`config.mk`:
```
export PLATFORM = sky130hd
export DESIGN_NAME = exc_entry_seq
export DESIGN_NICKNAME = d
export VERILOG_FILES = /design/src/rtl/exc_pkg.sv /design/src/rtl/exc_arbiter.sv /design/src/rtl/exc_state.sv /design/src/rtl/exc_redirect.sv /design/src/rtl/exc_entry_seq.sv
export SDC_FILE = /design/constraint.sdc
export NUM_CORES = 1
export LEC_CHECK = 0
export ABC_CLOCK_PERIOD_IN_PS = 2400
export CORE_AREA = 2 2 98 100
export DETAILED_ROUTE_END_ITERATION = 7
export DIE_AREA = 0 0 100 102
export DONT_BUFFER_PORTS = 1
export PLACE_DENSITY = 0.59
export SLEW_MARGIN = 20
export SYNTH_ARGS = -nofsm -noshare
export SYNTH_HDL_FRONTEND = slang
export SYNTH_SLANG_ARGS = --single-unit
```
`constraint.sdc`:
```
create_clock -name clk -period 2.4 [get_ports clk]
set_clock_uncertainty 0.15 [all_clocks]
set_input_delay 0.24 -clock clk [delete_from_list [all_inputs] [get_ports clk]]
set_output_delay 0.24 -clock clk [all_outputs]
set_load 0.05 [all_outputs]
```
`src/rtl/exc_pkg.sv`:
```
package exc_pkg;

  localparam int MODE_W = 5;
  localparam int PSR_W  = 32;

  localparam logic [MODE_W-1:0] MODE_FIQ = 5'h11;
  localparam logic [MODE_W-1:0] MODE_SVC = 5'h13;
  localparam logic [MODE_W-1:0] MODE_UND = 5'h1B;

  typedef enum logic [1:0] {
    EXC_NONE = 2'd0,
    EXC_SWI  = 2'd1,
    EXC_UND  = 2'd2,
    EXC_FIQ  = 2'd3
  } exc_kind_e;

  typedef enum logic [1:0] {
    ST_OFF  = 2'd0,
    ST_INIT = 2'd1,
    ST_RUN  = 2'd2
  } run_st_e;

  typedef struct packed {
    logic [MODE_W-1:0] mode;
    logic              irq_off;
    logic              fiq_off;
  } core_stat_t;

  // Status right after reset or an initialisation step.
  function automatic core_stat_t boot_stat();
    core_stat_t s;
    s.mode    = MODE_SVC;
    s.irq_off = 1'b0;
    s.fiq_off = 1'b1;
    return s;
  endfunction

  // Status on entry to exception kind k, given the current status.
  function automatic core_stat_t entry_stat(exc_kind_e k, core_stat_t cur);
    core_stat_t s;
    s = cur;
    case (k)
      EXC_SWI: begin s.mode = MODE_SVC; s.irq_off = 1'b1; end
      EXC_UND: begin s.mode = MODE_UND; s.irq_off = 1'b1; end
      EXC_FIQ: begin s.mode = MODE_FIQ; s.irq_off = 1'b1; s.fiq_off = 1'b1; end
      default: s = cur;
    endcase
    return s;
  endfunction

  // Status word layout: [7] irq mask, [6] fiq mask, [5] zero, [4:0] mode.
  function automatic logic [PSR_W-1:0] pack_stat(core_stat_t s);
    logic [PSR_W-1:0] w;
    w = '0;
    w[7]          = s.irq_off;
    w[6]          = s.fiq_off;
    w[MODE_W-1:0] = s.mode;
    return w;
  endfunction

endpackage

```
`src/rtl/exc_arbiter.sv`:
```
module exc_arbiter
  import exc_pkg::*;
(
  input  logic      clk,
  input  logic      rst_n,
  input  logic      active,
  input  logic      fetch_slot,
  input  logic      fiq_pend,
  input  logic      und_req,
  input  logic      swi_req,
  output logic      take,
  output exc_kind_e kind
);

  localparam int N_SRC = 3;

  // Index 0 is the highest priority source.
  logic [N_SRC-1:0] req;
  logic [N_SRC-1:0] grant;

  assign req[0] = active & fetch_slot & fiq_pend;
  assign req[1] = active & und_req;
  assign req[2] = active & swi_req;

  genvar i;
  generate
    for (i = 0; i < N_SRC; i++) begin : g_prio
      if (i == 0) begin : g_top
        assign grant[i] = req[i];
      end else begin : g_low
        assign grant[i] = req[i] & ~(|req[i-1:0]);
      end
    end
  endgenerate

  assign take = |grant;

  always_comb begin
    kind = EXC_NONE;
    if (grant[0])      kind = EXC_FIQ;
    else if (grant[1]) kind = EXC_UND;
    else if (grant[2]) kind = EXC_SWI;
  end

  // at most one source accepted per cycle.
  a_r9_single_grant: assert property (@(posedge clk) disable iff (!rst_n)
    $onehot0(grant));

  // a taken fast interrupt pre-empts every other source.
  a_r9_fiq_wins: assert property (@(posedge clk) disable iff (!rst_n)
    (active && fetch_slot && fiq_pend) |-> (take && kind == EXC_FIQ));

  // nothing is accepted outside a running cycle.
  a_r11_no_take_idle: assert property (@(posedge clk) disable iff (!rst_n)
    !active |-> !take);

endmodule

```
`src/rtl/exc_state.sv`:
```
module exc_state
  import exc_pkg::*;
(
  input  logic       clk,
  input  logic       rst_n,
  input  logic       core_en,
  input  logic       take,
  input  exc_kind_e  kind,
  input  logic       ctl_we,
  input  core_stat_t ctl_stat,
  output core_stat_t stat,
  output run_st_e    st,
  output logic       active
);

  logic       en_q;
  logic       en_rise;
  run_st_e    st_nxt;
  core_stat_t stat_nxt;

  assign en_rise = core_en & ~en_q;
  assign active  = (st == ST_RUN) & core_en;

  always_comb begin
    st_nxt = st;
    if (!core_en)           st_nxt = ST_OFF;
    else if (en_rise)       st_nxt = ST_INIT;
    else if (st == ST_INIT) st_nxt = ST_RUN;
  end

  always_comb begin
    stat_nxt = stat;
    if (en_rise)                stat_nxt = boot_stat();
    else if (take)              stat_nxt = entry_stat(kind, stat);
    else if (active && ctl_we)  stat_nxt = ctl_stat;
  end

  always_ff @(posedge clk or negedge rst_n) begin
    if (!rst_n) begin
      en_q <= 1'b0;
      st   <= ST_OFF;
      stat <= boot_stat();
    end else begin
      en_q <= core_en;
      st   <= st_nxt;
      stat <= stat_nxt;
    end
  end

  // fast-interrupt entry masks both sources and switches mode.
  a_r5_fiq_masks: assert property (@(posedge clk) disable iff (!rst_n)
    (take && kind == EXC_FIQ) |=> (stat.irq_off && stat.fiq_off && stat.mode == MODE_FIQ));

  // status is frozen while the enable is low.
  a_r11_hold_off: assert property (@(posedge clk) disable iff (!rst_n)
    !core_en |=> $stable(stat));

  // the initialisation cycle always shows the boot status.
  a_r2_boot_status: assert property (@(posedge clk) disable iff (!rst_n)
    (st == ST_INIT) |-> (stat == boot_stat()));

  // initialisation lasts a single cycle.
  a_r2_init_short: assert property (@(posedge clk) disable iff (!rst_n)
    (st == ST_INIT) |=> (st != ST_INIT));

endmodule

```
`src/rtl/exc_redirect.sv`:
```
module exc_redirect
  import exc_pkg::*;
#(
  parameter int                ADDR_W   = 32,
  parameter logic [ADDR_W-1:0] RESET_PC = 32'h0000_0000,
  parameter logic [ADDR_W-1:0] VEC_UND  = 32'h0000_0004,
  parameter logic [ADDR_W-1:0] VEC_SWI  = 32'h0000_0008,
  parameter logic [ADDR_W-1:0] VEC_FIQ  = 32'h0000_001C,
  parameter logic [ADDR_W-1:0] SP_USR   = 32'h0300_7F00,
  parameter logic [ADDR_W-1:0] SP_IRQ   = 32'h0300_7FA0,
  parameter logic [ADDR_W-1:0] SP_SVC   = 32'h0300_7FE0
)(
  input  logic              clk,
  input  logic              rst_n,
  input  logic              init,
  input  logic              take,
  input  exc_kind_e         kind,
  input  logic [ADDR_W-1:0] next_pc,
  input  core_stat_t        old_stat,
  output logic              redirect,
  output logic [ADDR_W-1:0] pc_target,
  output logic              link_we,
  output logic [ADDR_W-1:0] link_val,
  output logic              saved_we,
  output logic [PSR_W-1:0]  saved_psr,
  output logic [1:0]        exc_code,
  output logic              init_pulse,
  output logic [ADDR_W-1:0] sp_usr_init,
  output logic [ADDR_W-1:0] sp_irq_init,
  output logic [ADDR_W-1:0] sp_svc_init
);

  localparam logic [ADDR_W-1:0] RET_OFS = ADDR_W'(4);

  function automatic logic [ADDR_W-1:0] vector_of(exc_kind_e k);
    case (k)
      EXC_UND: return VEC_UND;
      EXC_SWI: return VEC_SWI;
      EXC_FIQ: return VEC_FIQ;
      default: return RESET_PC;
    endcase
  endfunction

  function automatic logic [ADDR_W-1:0] return_addr(logic [ADDR_W-1:0] npc);
    return npc + RET_OFS;
  endfunction

  logic              take_q;
  exc_kind_e         kind_q;
  logic [ADDR_W-1:0] vec_q;
  logic [ADDR_W-1:0] link_q;
  logic [PSR_W-1:0]  saved_q;

  always_ff @(posedge clk or negedge rst_n) begin
    if (!rst_n) begin
      take_q  <= 1'b0;
      kind_q  <= EXC_NONE;
      vec_q   <= '0;
      link_q  <= '0;
      saved_q <= '0;
    end else begin
      take_q  <= take;
      kind_q  <= take ? kind : EXC_NONE;
      vec_q   <= take ? vector_of(kind) : '0;
      link_q  <= take ? return_addr(next_pc) : '0;
      saved_q <= take ? pack_stat(old_stat) : '0;
    end
  end

  assign redirect    = init | take_q;
  assign pc_target   = init ? RESET_PC : vec_q;
  assign link_we     = take_q;
  assign link_val    = link_q;
  assign saved_we    = take_q;
  assign saved_psr   = saved_q;
  assign exc_code    = kind_q;
  assign init_pulse  = init;
  assign sp_usr_init = init ? SP_USR : '0;
  assign sp_irq_init = init ? SP_IRQ : '0;
  assign sp_svc_init = init ? SP_SVC : '0;

  // return address follows the next-instruction address of the accepting cycle.
  a_r6_link_addr: assert property (@(posedge clk) disable iff (!rst_n)
    take |=> (link_we && link_val == $past(next_pc) + ADDR_W'(4)));

  // saved status word carries the pre-entry mode and masks.
  a_r7_saved_mode: assert property (@(posedge clk) disable iff (!rst_n)
    take |=> (saved_we && saved_psr[MODE_W-1:0] == $past(old_stat.mode)));

  // an initialisation cycle writes no link register.
  a_r2_init_no_link: assert property (@(posedge clk) disable iff (!rst_n)
    init |-> !take_q);

endmodule

```
`src/rtl/exc_entry_seq.sv`:
```
module exc_entry_seq
  import exc_pkg::*;
#(
  parameter int                ADDR_W   = 32,
  parameter logic [ADDR_W-1:0] RESET_PC = 32'h0000_0000,
  parameter logic [ADDR_W-1:0] VEC_UND  = 32'h0000_0004,
  parameter logic [ADDR_W-1:0] VEC_SWI  = 32'h0000_0008,
  parameter logic [ADDR_W-1:0] VEC_FIQ  = 32'h0000_001C,
  parameter logic [ADDR_W-1:0] SP_USR   = 32'h0300_7F00,
  parameter logic [ADDR_W-1:0] SP_IRQ   = 32'h0300_7FA0,
  parameter logic [ADDR_W-1:0] SP_SVC   = 32'h0300_7FE0
)(
  input  logic              clk,
  input  logic              rst_n,
  input  logic              core_en,
  input  logic              fetch_slot,
  input  logic              swi_req,
  input  logic              und_req,
  input  logic              fiq_req,
  input  logic [ADDR_W-1:0] next_pc,
  input  logic              ctl_we,
  input  logic [4:0]        ctl_mode,
  input  logic              ctl_irq_off,
  input  logic              ctl_fiq_off,
  output logic              running,
  output logic [4:0]        cur_mode,
  output logic              irq_off,
  output logic              fiq_off,
  output logic              fiq_pend,
  output logic              redirect,
  output logic [ADDR_W-1:0] pc_target,
  output logic              link_we,
  output logic [ADDR_W-1:0] link_val,
  output logic              saved_we,
  output logic [31:0]       saved_psr,
  output logic [1:0]        exc_code,
  output logic              init_pulse,
  output logic [ADDR_W-1:0] sp_usr_init,
  output logic [ADDR_W-1:0] sp_irq_init,
  output logic [ADDR_W-1:0] sp_svc_init
);

  core_stat_t stat;
  core_stat_t ctl_stat;
  run_st_e    st;
  logic       active;
  logic       take;
  exc_kind_e  kind;
  logic       in_init;

  assign ctl_stat.mode    = ctl_mode;
  assign ctl_stat.irq_off = ctl_irq_off;
  assign ctl_stat.fiq_off = ctl_fiq_off;

  // Pending fast interrupt follows the mask with no register in the path.
  assign fiq_pend = fiq_req & ~stat.fiq_off;
  assign in_init  = (st == ST_INIT);

  exc_arbiter u_arb (
    .clk        (clk),
    .rst_n      (rst_n),
    .active     (active),
    .fetch_slot (fetch_slot),
    .fiq_pend   (fiq_pend),
    .und_req    (und_req),
    .swi_req    (swi_req),
    .take       (take),
    .kind       (kind)
  );

  exc_state u_state (
    .clk      (clk),
    .rst_n    (rst_n),
    .core_en  (core_en),
    .take     (take),
    .kind     (kind),
    .ctl_we   (ctl_we),
    .ctl_stat (ctl_stat),
    .stat     (stat),
    .st       (st),
    .active   (active)
  );

  exc_redirect #(
    .ADDR_W   (ADDR_W),
    .RESET_PC (RESET_PC),
    .VEC_UND  (VEC_UND),
    .VEC_SWI  (VEC_SWI),
    .VEC_FIQ  (VEC_FIQ),
    .SP_USR   (SP_USR),
    .SP_IRQ   (SP_IRQ),
    .SP_SVC   (SP_SVC)
  ) u_redir (
    .clk         (clk),
    .rst_n       (rst_n),
    .init        (in_init),
    .take        (take),
    .kind        (kind),
    .next_pc     (next_pc),
    .old_stat    (stat),
    .redirect    (redirect),
    .pc_target   (pc_target),
    .link_we     (link_we),
    .link_val    (link_val),
    .saved_we    (saved_we),
    .saved_psr   (saved_psr),
    .exc_code    (exc_code),
    .init_pulse  (init_pulse),
    .sp_usr_init (sp_usr_init),
    .sp_irq_init (sp_irq_init),
    .sp_svc_init (sp_svc_init)
  );

  assign running  = (st == ST_RUN);
  assign cur_mode = stat.mode;
  assign irq_off  = stat.irq_off;
  assign fiq_off  = stat.fiq_off;

  // a fast-interrupt redirect follows an instruction-boundary cycle.
  a_r5_fiq_at_slot: assert property (@(posedge clk) disable iff (!rst_n)
    take && kind == EXC_FIQ |=> (redirect && exc_code == 2'd3 && $past(fetch_slot)));

  // software-interrupt entry lands in supervisor mode with normal interrupts masked.
  a_r3_swi_entry: assert property (@(posedge clk) disable iff (!rst_n)
    (take && kind == EXC_SWI) |=> (cur_mode == MODE_SVC && irq_off && fiq_off == $past(fiq_off)));

  // undefined entry keeps the fast mask and masks normal interrupts.
  a_r4_und_entry: assert property (@(posedge clk) disable iff (!rst_n)
    (take && kind == EXC_UND) |=> (cur_mode == MODE_UND && irq_off && fiq_off == $past(fiq_off)));

  // once the fast mask is set, nothing can be pending.
  a_r8_pend_gated: assert property (@(posedge clk) disable iff (!rst_n)
    (take && kind == EXC_FIQ) |=> !fiq_pend);

endmodule

```
==> reports/qor.yml, run 1 <==
die-area_sq_um: 10200
synth_cell_type_count: 39
netlist_instances: 400
ys_ff_latch: 53
crit_path_start: "u_state.st[1]$_DFFE_PN0P_"
period_share: 0.958
hpwl_mm: 5.88
gp_congestion: 0.832
netSwitchingFraction: 0.441
synth-main-ff-cell: "dfrtp_1"
status: "finished, final reports clean"
crit_slowest_cell: "buf_16"
async_reset_ff_frac: 1.00
area_growth_pct: 1.83
max_stage_delay_ns: 0.75
cts_buffers: 5
endpoint: "sp_usr_init[14]"
final_core_util: 0.405
clockBufferDepth: 2
drt_iter0_drc: 106
hp-class: "in -> reg"
start_util: 0.397
stdcell_count: 529
grt_use_total: 0.147
hold_ws_ns: 0.0156
cts.htree.levels: 2
crit_chain: "nand2b_2, inv_8, buf_16"
switchingPower_mw: 0.948
nets: 465
final.setup.worst_slack_ns: 0.102
rr_endpoint: "u_redir.exc_code[0]$_DFF_PN0_"
internal-power_mw: 1.20
drc: 0
grt.overflow.total: 0
io_pins: 254
setup_viol: 0
min_from: "next_pc[4]"
clock_latency_ns: 0.30
routedWlPerCell_um: 14.9
seqPwrFrac: 0.444
r2r_setup_slack_ns: 0.50
slew_violations: 0
syn-cell-area_sq_um: 3620
dr_wl_met2_mm: 4.16
r2r-start: "u_state.st[0]$_DFFE_PN0P_"
place_ws_ns: 0.385
min_period_ns: 2.30
dp.cells: 476
power.share.clock: 0.223
drive_gt1_frac: 0.0742
dr_wl_met3_um: 866
synth.avg_cell_area_sq_um: 9.05
setup_tns_ns: 0
power.density_nw_per_um2: 584
detail_route.first_pass.iterations: 4
hold_viol_final: 0
die_h_um: 102
grt_pass1_wl_mm: 11.7
cts_tree: "yes"
die_width_um: 100
synth_edf_count: 0
ctsRootBufferMaster: "clkbuf_8"
yosysWarnings: 0
p_leak_nw: 1.78
diodes: 0
dr_total_vias: 2439
grt_start_max_net_pins: 54
max_slew.worst_pin.slew_ns: 0.549
wl_mm: 7.90
relSlewSlack: 0.634
rsz0062_at_grt: "no"
required_ns: 2.01
worstPathMaxFanout: 20
worst_setup_path_start_kind: "register"
topRoutingLayerUsed: "met4"
critPathCaptureType: "output pin"
combPwrFrac: 0.333
coreArea_sq_um: 9110
max_freq_mhz: 435
peakVddDrop_mv: 0.284
io_buffers: 0
antenna_found_initial: 0
critPathKind: "reg -> out"
cts.sinks: 53
num_rows: 35
cp_data_arrival_time_ns: 1.91
reg2reg_depth: 4
wl_met1_mm: 2.79
grt_pass1_vias: 2259
maxCapViolCount: 0
yosysSeqAreaShare: 0.368
vias_per_cell: 4.61
path_clk_slew_ns: 0.09
drtAntennaViolNets: 0
## per-layer routing
layer  global-route usage  up-vias
li1                     -     1107
met1                0.169     1147
met2                0.269      173
met3               0.0438       12
met4               0.0358        0
met5                    0        -
## power by group through the flow
| stage | clock network, mW | registers, mW | logic, mW |
|---|---|---|---|
| 2_1_floorplan | 0 | 0.970 | 0.794 |
| 3_3_place_gp | 0 | 0.973 | 0.626 |
| 3_5_place_dp | 0 | 0.973 | 0.627 |
| 4_1_cts | 0.507 | 0.956 | 0.712 |
| 5_1_grt | 0.533 | 0.957 | 0.751 |
| 6_report | 0.479 | 0.955 | 0.716 |
## how the worst min path moves through the flow
stage	slack [ns]	cells after the start	end
5_1_grt	0.02	3	u_redir.link_val[5]$_DFF_PN0_
4_1_cts	0.009	3	u_redir.link_val[5]$_DFF_PN0_
3_3_place_gp	-0.20	0	u_redir.link_val[6]$_DFF_PN0_
2_1_floorplan	-0.21	0	u_redir.exc_code[0]$_DFF_PN0_
6_report	0.02	3	u_redir.link_val[5]$_DFF_PN0_
3_5_place_dp	-0.20	0	u_redir.link_val[6]$_DFF_PN0_
## metrics by stage
stage	area, sq um	total power [mW]
5_1_grt	3680	2.24
3_3_place_gp	3130	1.60
2_1_floorplan	4060	1.76
6_report	3680	2.15
3_5_place_dp	3130	1.60
4_1_cts	3680	2.17
## critical path, delay by kind of cell, from the launching register on
| family | cells | cell delay, ns |
|---|---|---|
| buffers and inverters | 2 | 0.85 |
| flip-flops | 1 | 0.43 |
| AND/OR/NAND/NOR | 1 | 0.27 |
## cell usage after synthesis, types with 2 or more instances
cell      instances  area [sq um]
dfstp_2           4           105
o21ai_0           9          45.0
xnor2_1           4          35.0
and4_1            3          26.3
or3_1             6          37.5
dfrtp_1          49          1230
nor2_1           18          67.6
nand4_1          12          75.1
nand2b_1          2          12.5
nand3_1          19          95.1
buf_4           153          1150
a21oi_1          15          75.1
o31ai_1           8          60.1
clkbuf_1          8          30.0
xor2_1            9          78.8
inv_1             7          26.3
mux2i_1           3          30.0
or4_1            12          90.1
or4_2             2          17.5
and3b_1           2          17.5
nor4_1            2          12.5
nand2_1          20          75.1
nor3_1            2          10.0
nor2b_1           3          18.8
and2_1           14          87.6
## state kept, by name, indices dropped and copies added, names as in the netlist
signal and flops:
u_redir.link_val 32, u_redir.link_we 1, u_state.en_q 1, u_redir.saved_psr 7, u_redir.vec_q 1, u_state.st 2, u_state.stat 7, u_redir.exc_code 2
## cell type report
| type | count | area, sq um |
|---|---|---|
| clock buffers | 6 | 72.6 |
| repair buffers | 55 | 576 |
| flip-flops and latches | 53 | 1330 |
| inverters | 7 | 33.8 |
| fillers | 907 | 5420 |
| multi-input cells | 295 | 1520 |
| well taps | 111 | 139 |
| clock inverters | 2 | 10.0 |
## what timing repair did
item | 4_1_cts | 5_1_grt
setup endpoints to repair | 0 | 20
hold endpoints to repair | 95 | 0
hold buffers | 45 | 0
buffers inserted | 0 | 0
resized for setup | 0 | 1
## cell families after synthesis
| family | Yosys count | share of synthesized area |
|---|---|---|
| AO/OA/AOI/OAI | 37 | 0.0609 |
| XOR/XNOR | 13 | 0.0315 |
| adder cells (fa/ha/maj) | 1 | 0.00346 |
| buffers and inverters | 169 | 0.334 |
| flip-flops | 53 | 0.368 |
| multiplexers | 3 | 0.00830 |
| other | 1 | 0.00104 |
| AND/OR/NAND/NOR | 123 | 0.193 |
## cells in the final DEF (no fill, tap or decap), types with 2 or more instances in the layout
| master | Yosys | final |
|---|---|---|
| nor4_1 | 2 | 2 |
| dlygate4sd3_1 | 0 | 44 |
| or4_1 | 12 | 12 |
| and3b_1 | 2 | 2 |
| xnor2_1 | 4 | 4 |
| buf_16 | 0 | 2 |
| o31ai_1 | 8 | 8 |
| nand2_1 | 20 | 20 |
| dfstp_2 | 4 | 4 |
| o21ai_0 | 9 | 8 |
| mux2i_1 | 3 | 3 |
| and4_1 | 3 | 3 |
| conb_1 | 1 | 118 |
| buf_4 | 153 | 8 |
| nand3_1 | 19 | 19 |
| and2_1 | 14 | 14 |
| nand4_1 | 12 | 12 |
| xor2_1 | 9 | 9 |
| nor2b_1 | 3 | 3 |
| or3_1 | 6 | 6 |
| nor3_1 | 2 | 2 |
| or4_2 | 2 | 2 |
| clkbuf_8 | 0 | 5 |
| nor2_1 | 18 | 18 |
| inv_1 | 7 | 6 |
| clkinv_2 | 0 | 2 |
| dfrtp_1 | 49 | 49 |
| a21oi_1 | 15 | 15 |
Power figures use the tool's default switching activity.
==> run 2: changes to the inputs <==
CORE_AREA = default   (was 2 2 98 100)
CORE_MARGIN = 2   (was default)
CORE_UTILIZATION = 41   (was default)
DIE_AREA = default   (was 0 0 100 102)
PLACE_DENSITY = 0.6   (was 0.59)
==> run 2 against run 1 <==
Register-to-register slack lost 0.16 ns. Critical endpoint is now sp_irq_init[10]. Final area is 0.65% higher. Sequential cell count unchanged. First-iteration DRC count is 96% higher. Worst setup slack improved by 0.012 ns. Critical path depth unchanged. Global-route usage increased by 1.3 points. Combinational power barely moved. Sequential power hardly changed.
==> reports/qor.yml, run 2 (same netlist as run 1, synthesis figures left out) <==
hp-class: "in -> reg"
area_growth_pct: 2.49
routedWlPerCell_um: 15.2  # +1.9%
wl_met1_mm: 3.05  # +9.1%
maxCapViolCount: 0  # unchanged
drive_gt1_frac: 0.0719  # -0.00222
io_buffers: 0  # unchanged
worstPathMaxFanout: 20  # unchanged
die_width_um: 97.9  # -2.1%
max_stage_delay_ns: 0.76  # about the same
die_h_um: 97.9  # -4.0%
critPathKind: "reg -> out"
nets: 465  # unchanged
max_freq_mhz: 437  # +0.53%
crit_chain: "nand2b_2, inv_8, buf_16"
worst_setup_path_start_kind: "register"
place_ws_ns: 0.374  # -0.0112 ns
die-area_sq_um: 9590  # -5.9%
hold_ws_ns: 0.0115  # -0.00412 ns
grt_pass1_wl_mm: 12.3  # +4.5%
cts.sinks: 53  # unchanged
setup_viol: 0  # unchanged
postCtsSetupRepairBufs: 0  # unchanged
dr_wl_met2_mm: 4.03  # -3.1%
p_total_mw: 2.29  # +6.3%
power.density_nw_per_um2: 616  # +5.6%
ctsRootBufferMaster: "clkbuf_8"
coreArea_sq_um: 8640  # -5.2%
period_share: 0.953  # -0.00504
mostFrequentLayoutCells: "conb_1 (118), dfrtp_1 (49), dlygate4sd3_1 (45)"
cts.htree.levels: 2  # unchanged
grt.overflow.total: 0  # unchanged
dr_total_vias: 2485  # +1.9%
grt_start_max_net_pins: 54  # unchanged
final.setup.worst_slack_ns: 0.114  # +0.0121 ns
min_period_ns: 2.29  # -0.0121 ns
antenna_found_initial: 0  # unchanged
num_rows: 34  # -2.9%
slew_violations: 0  # unchanged
hold_viol_final: 0  # unchanged
path_delay_family: "buffers and inverters"
topRoutingLayerUsed: "met4"
p_leak_nw: 1.80  # +1.1%
crit_slowest_cell: "buf_16"
clock_latency_ns: 0.30  # about the same
detail_route.first_pass.iterations: 4  # unchanged
grt_pass1_vias: 2254  # -0.22%
mostFrequentLayoutCell: "conb_1"
drtAntennaViolNets: 0  # unchanged
clockBufferDepth: 2  # unchanged
diodes: 0  # unchanged
wl_mm: 7.99  # +1.1%
io_pins: 254  # unchanged
peakVddDrop_mv: 0.294  # +3.3%
drc: 0  # unchanged
final_core_util: 0.429  # +0.0249
relSlewSlack: 0.618  # -0.0160
grt_use_total: 0.160  # +0.0130
required_ns: 2.01  # about the same
cts_tree: "yes"
vias_per_cell: 4.73  # +2.7%
cts_buffers: 5  # unchanged
hpwl_mm: 5.60  # -4.7%
largest_reg_flops: 32  # unchanged
cp_data_arrival_time_ns: 1.90  # about the same
start_util: 0.419  # +0.0218
path_clk_slew_ns: 0.10  # about the same
critPathCaptureType: "output pin"
rsz0062_at_grt: "no"
drt_iter0_drc: 208  # +96%
gp_congestion: 0.794  # -4.6%
dr_wl_met3_um: 835  # -3.6%
max_slew.worst_pin.slew_ns: 0.572  # +0.0228 ns
crit_buf_inv: 2  # unchanged
setup_tns_ns: 0  # unchanged
status: "finished, final reports clean"
run 2: cell types whose count changed in the layout (fill, tap and decap cells not counted), sizes merged:
cell	before	now
clkinv	2	0
bufinv	0	1
clkbuf	6	5
dlygate4sd3	44	45
inv	7	8
buf	11	10
run 2: worst reg2reg max path, stage by stage, from the launching register on:
cell and delay (ns):
dfrtp_1 0.44, and3b_1 0.39, o21ai_2 0.13, buf_4 0.22, a21oi_1 0.14, dlygate4sd3_1 0.56
run 2: power by group:
part / internal, mW / switching, mW / total [mW]
sequential: 0.907 / 0.0478 / 0.955
clock: 0.310 / 0.306 / 0.615
combinational: 0.0911 / 0.625 / 0.716
run 2: timing repair:
action,CTS,global route
setup endpoints to repair,0,20
gates resized for setup,0,1
hold buffers,46,0
hold endpoints to repair,94,0
run 2: layout make-up:
type / instances / area, sq um
well taps: 108 / 135
multi-input cells: 295 / 1520
clock inverters: 2 / 38.8
clock buffers: 5 / 68.8
fillers: 826 / 4930
flip-flops and latches: 53 / 1330
repair buffers: 55 / 578
inverters: 7 / 33.8
run 2: metrics by stage:
stage                     instances  area (sq um)
final                           525          3710
after global routing            525          3710
after CTS                       525          3710
after detailed placement        472          3120
after global placement          472          3120
after floorplan                 517          4060
run 2: worst paths after layout:
kind | start | to | slack, ns | cells after the start
min in group asynchronous | rst_n | u_redir.link_val[24]$_DFF_PN0_ | 0.27 | 2
max in group asynchronous | rst_n | u_state.stat[3]$_DFFE_PN1P_ | 1.51 | 2
max reg2reg | u_state.st[0]$_DFFE_PN0P_ | u_redir.link_val[17]$_DFF_PN0_ | 0.34 | 5
min | next_pc[13] | u_redir.link_val[14]$_DFF_PN0_ | 0.01 | 3
max | u_state.st[1]$_DFFE_PN0P_ | sp_irq_init[10] | 0.11 | 3
min reg2reg | u_state.en_q$_DFF_PN0_ | u_state.st[0]$_DFFE_PN0P_ | 0.37 | 1
run 2: per-layer routing:
layer  GRT usage  vias to the layer above
li1            -                     1107
met1       0.198                     1172
met2       0.271                      199
met3      0.0415                        7
met4      0.0524                        0
met5           0                        -
==> run 3: changes to the inputs <==
ABC_AREA = 1   (was default)
CORE_UTILIZATION = 38   (was 41)
PLACE_DENSITY = 0.57   (was 0.6)
==> run 3 against run 2 <==
Utilization down 3.0 points. First-iteration DRC count down 71%. Clock power fell by 12%. Maximum frequency rose by 6.6%. Non-clock buffer count stayed put. Sequential power up 3.2%. Count of clock-buffer cells in the layout up 1. Synthesized cell count increased by 34%. Cell count increased by 32%. Via count increased by 14%. Final area increased by 9.2%.
==> reports/qor.yml, run 3 <==
status: "finished, final reports clean"
p_total_mw: 2.33  # +1.8%
reg2reg_depth: 7  # +2
yosysMostFrequentCell: "buf_4"
die_h_um: 105  # +7.7%
yosysTopAreaCell: "dfrtp_1"
min_period_ns: 2.14  # -0.142 ns
die-area_sq_um: 11100  # +16%
crit_chain: "nor2_4, buf_12, buf_4"
cp_data_arrival_time_ns: 1.75  # -0.15 ns
hp-class: "in -> reg"
max_stage_delay_ns: 0.48  # -0.28 ns
grt_start_max_net_pins: 54  # unchanged
largest_reg_flops: 32  # unchanged
max_slew.worst_pin.slew_ns: 0.565  # -0.00685 ns
slew_violations: 0  # unchanged
relSlewSlack: 0.623  # +0.00535
cts_buffers: 5  # unchanged
yosysWarnings: 0  # unchanged
ys_ff_latch: 53  # unchanged
min_from: "fiq_req"
peakVddDrop_mv: 0.251  # -15%
coreArea_sq_um: 10100  # +17%
critPathCaptureType: "output pin"
drt_iter0_drc: 60  # -71%
detail_route.first_pass.iterations: 4  # unchanged
setup_viol: 0  # unchanged
dr_total_vias: 2829  # +14%
cts_resized: 0  # unchanged
cts.htree.levels: 2  # unchanged
synth_edf_count: 0  # unchanged
grt_pass1_wl_mm: 13.8  # +13%
nets: 604  # +30%
synth_compound_area_frac: 0.0253  # -0.0356
area_growth_pct: 3.48
r2r_setup_slack_ns: 0.60  # +0.26 ns
diodes: 0  # unchanged
antenna_found_initial: 0  # unchanged
crit_slowest_cell: "dfrtp_1"
rr_endpoint: "u_state.stat[1]$_DFFE_PN0P_"
hold_end: "u_redir.vec_q[4]$_DFF_PN0_"
setup_tns_ns: 0  # unchanged
max_freq_mhz: 466  # +6.6%
hold_viol_final: 0  # unchanged
cts.hold.buffers_added: 41  # -11%
io_buffers: 0  # unchanged
crit_buf_inv: 2  # unchanged
synth.avg_cell_area_sq_um: 7.32  # -19%
grt.overflow.total: 0  # unchanged
drive_gt1_frac: 0.0772  # +0.00526
postCtsSetupRepairBufs: 0  # unchanged
ctsRootBufferMaster: "clkbuf_8"
netlist_instances: 535  # +34%
routedWlPerCell_um: 12.3  # -19%
mostFrequentLayoutCells: "conb_1 (118), nand2_1 (116), nor2_1 (86)"
critical_path_depth: 3  # unchanged
muxShareOfSynthArea: 0  # -0.00830
worstPathMaxFanout: 15  # -25%
synth_top_area_frac: 0.313  # -0.0256
required_ns: 2.01  # about the same
power.density_nw_per_um2: 574  # -6.8%
synthTopCellsByArea: "dfrtp_1 (31%), buf_4 (29%), nand2_1 (11%), nor2_1 (8.4%), inv_1 (4.9%)"
async_reset_ff_frac: 1.00  # unchanged
mostFrequentLayoutCell: "conb_1"
synth_xor_area_frac: 0.0157  # -0.0158
r2r-start: "u_state.st[0]$_DFFE_PN0P_"
min_path_cells: 2  # -1
synthAdderAreaFrac: 0.00320  # -0.000261
drtAntennaViolNets: 0  # unchanged
rsz0062_at_grt: "no"
grt_use_total: 0.156  # -0.00341
clockBufferDepth: 2  # unchanged
yosysSeqAreaShare: 0.340  # -0.0278
cts_tree: "yes"
critPathKind: "reg -> out"
die_width_um: 105  # +7.7%
fin_area_sq_um: 4050  # +9.2%
synth_cell_type_count: 32  # -18%
crit_path_start: "u_state.st[1]$_DFFE_PN0P_"
path_clk_slew_ns: 0.10  # about the same
drc: 0  # unchanged
cts.sinks: 53  # unchanged
hpwl_mm: 6.67  # +19%
maxCapViolCount: 0  # unchanged
synth_common_cells: "buf_4 (153), nand2_1 (116), nor2_1 (88)"
synth-main-ff-cell: "dfrtp_1"
vias_per_cell: 4.08  # -14%
final.setup.worst_slack_ns: 0.256  # +0.142 ns
hold_ws_ns: 0.0244  # +0.0130 ns
syn-cell-area_sq_um: 3910  # +8.2%
stdcell_count: 693  # +32%
num_rows: 37  # +8.8%
place_ws_ns: 0.595  # +0.221 ns
worst_setup_path_start_kind: "register"
yosys.area_share.simple: 0.261  # +0.0679
io_pins: 254  # unchanged
period_share: 0.893  # -0.0593
place_area_sq_um: 3520  # +13%
synth_top_family_by_area: "buffers and inverters"
clock_latency_ns: 0.30  # about the same
gp_congestion: 0.907  # +14%
grt_pass1_vias: 2858  # +27%
final_core_util: 0.399  # -0.0300
start_util: 0.386  # -0.0330
path_delay_family: "buffers and inverters"
p_leak_nw: 2.17  # +21%
wl_mm: 8.54  # +6.9%
dp.cells: 644  # +36%
==> run 3: cell count changes after synthesis, moves of 7 or more <==
cell | before | now
clkbuf_1 | 8 | 1
nor2_1 | 18 | 88
nand2_1 | 20 | 116
and2_1 | 14 | 1
or4_1 | 12 | 0
o31ai_1 | 8 | 1
a21oi_1 | 15 | 3
inv_1 | 7 | 51
==> run 3: kinds of logic after synthesis <==
| group | Yosys count |
|---|---|
| fa+ha+maj | 1 |
| simple gates | 248 |
| xor+xnor | 7 |
| compound gates | 15 |
| buf+inv | 210 |
| other cells | 1 |
| flops | 53 |
==> run 3: worst max-delay path by stage <==
stage,to,slack [ns]
2_1_floorplan,pc_target[2],0.45
3_3_place_gp,sp_svc_init[13],0.62
3_5_place_dp,sp_irq_init[24],0.59
4_1_cts,sp_irq_init[24],0.24
5_1_grt,sp_svc_init[13],0.17
6_report,sp_irq_init[24],0.26
==> run 3: report_power, final <==
| part | internal (mW) | switching (mW) | total, mW |
|---|---|---|---|
| logic | 0.115 | 0.681 | 0.796 |
| clock network | 0.240 | 0.304 | 0.544 |
| registers | 0.917 | 0.0694 | 0.986 |
==> run 3: cell type report <==
cell class,count,area (sq um)
tap,136,170
fill,1091,6090
clock buffer,6,82.6
timing repair buffer,55,603
clock inverter,2,17.5
multi-input combinational,389,1650
inverter,52,195
sequential,53,1330
==> run 3: per-layer routing <==
metal,vias up,track usage,part of all wire
met5,-,0,0
met4,0,0.0324,0.012
met3,9,0.0464,0.085
met2,126,0.300,0.54
met1,1303,0.167,0.36
li1,1391,-,-
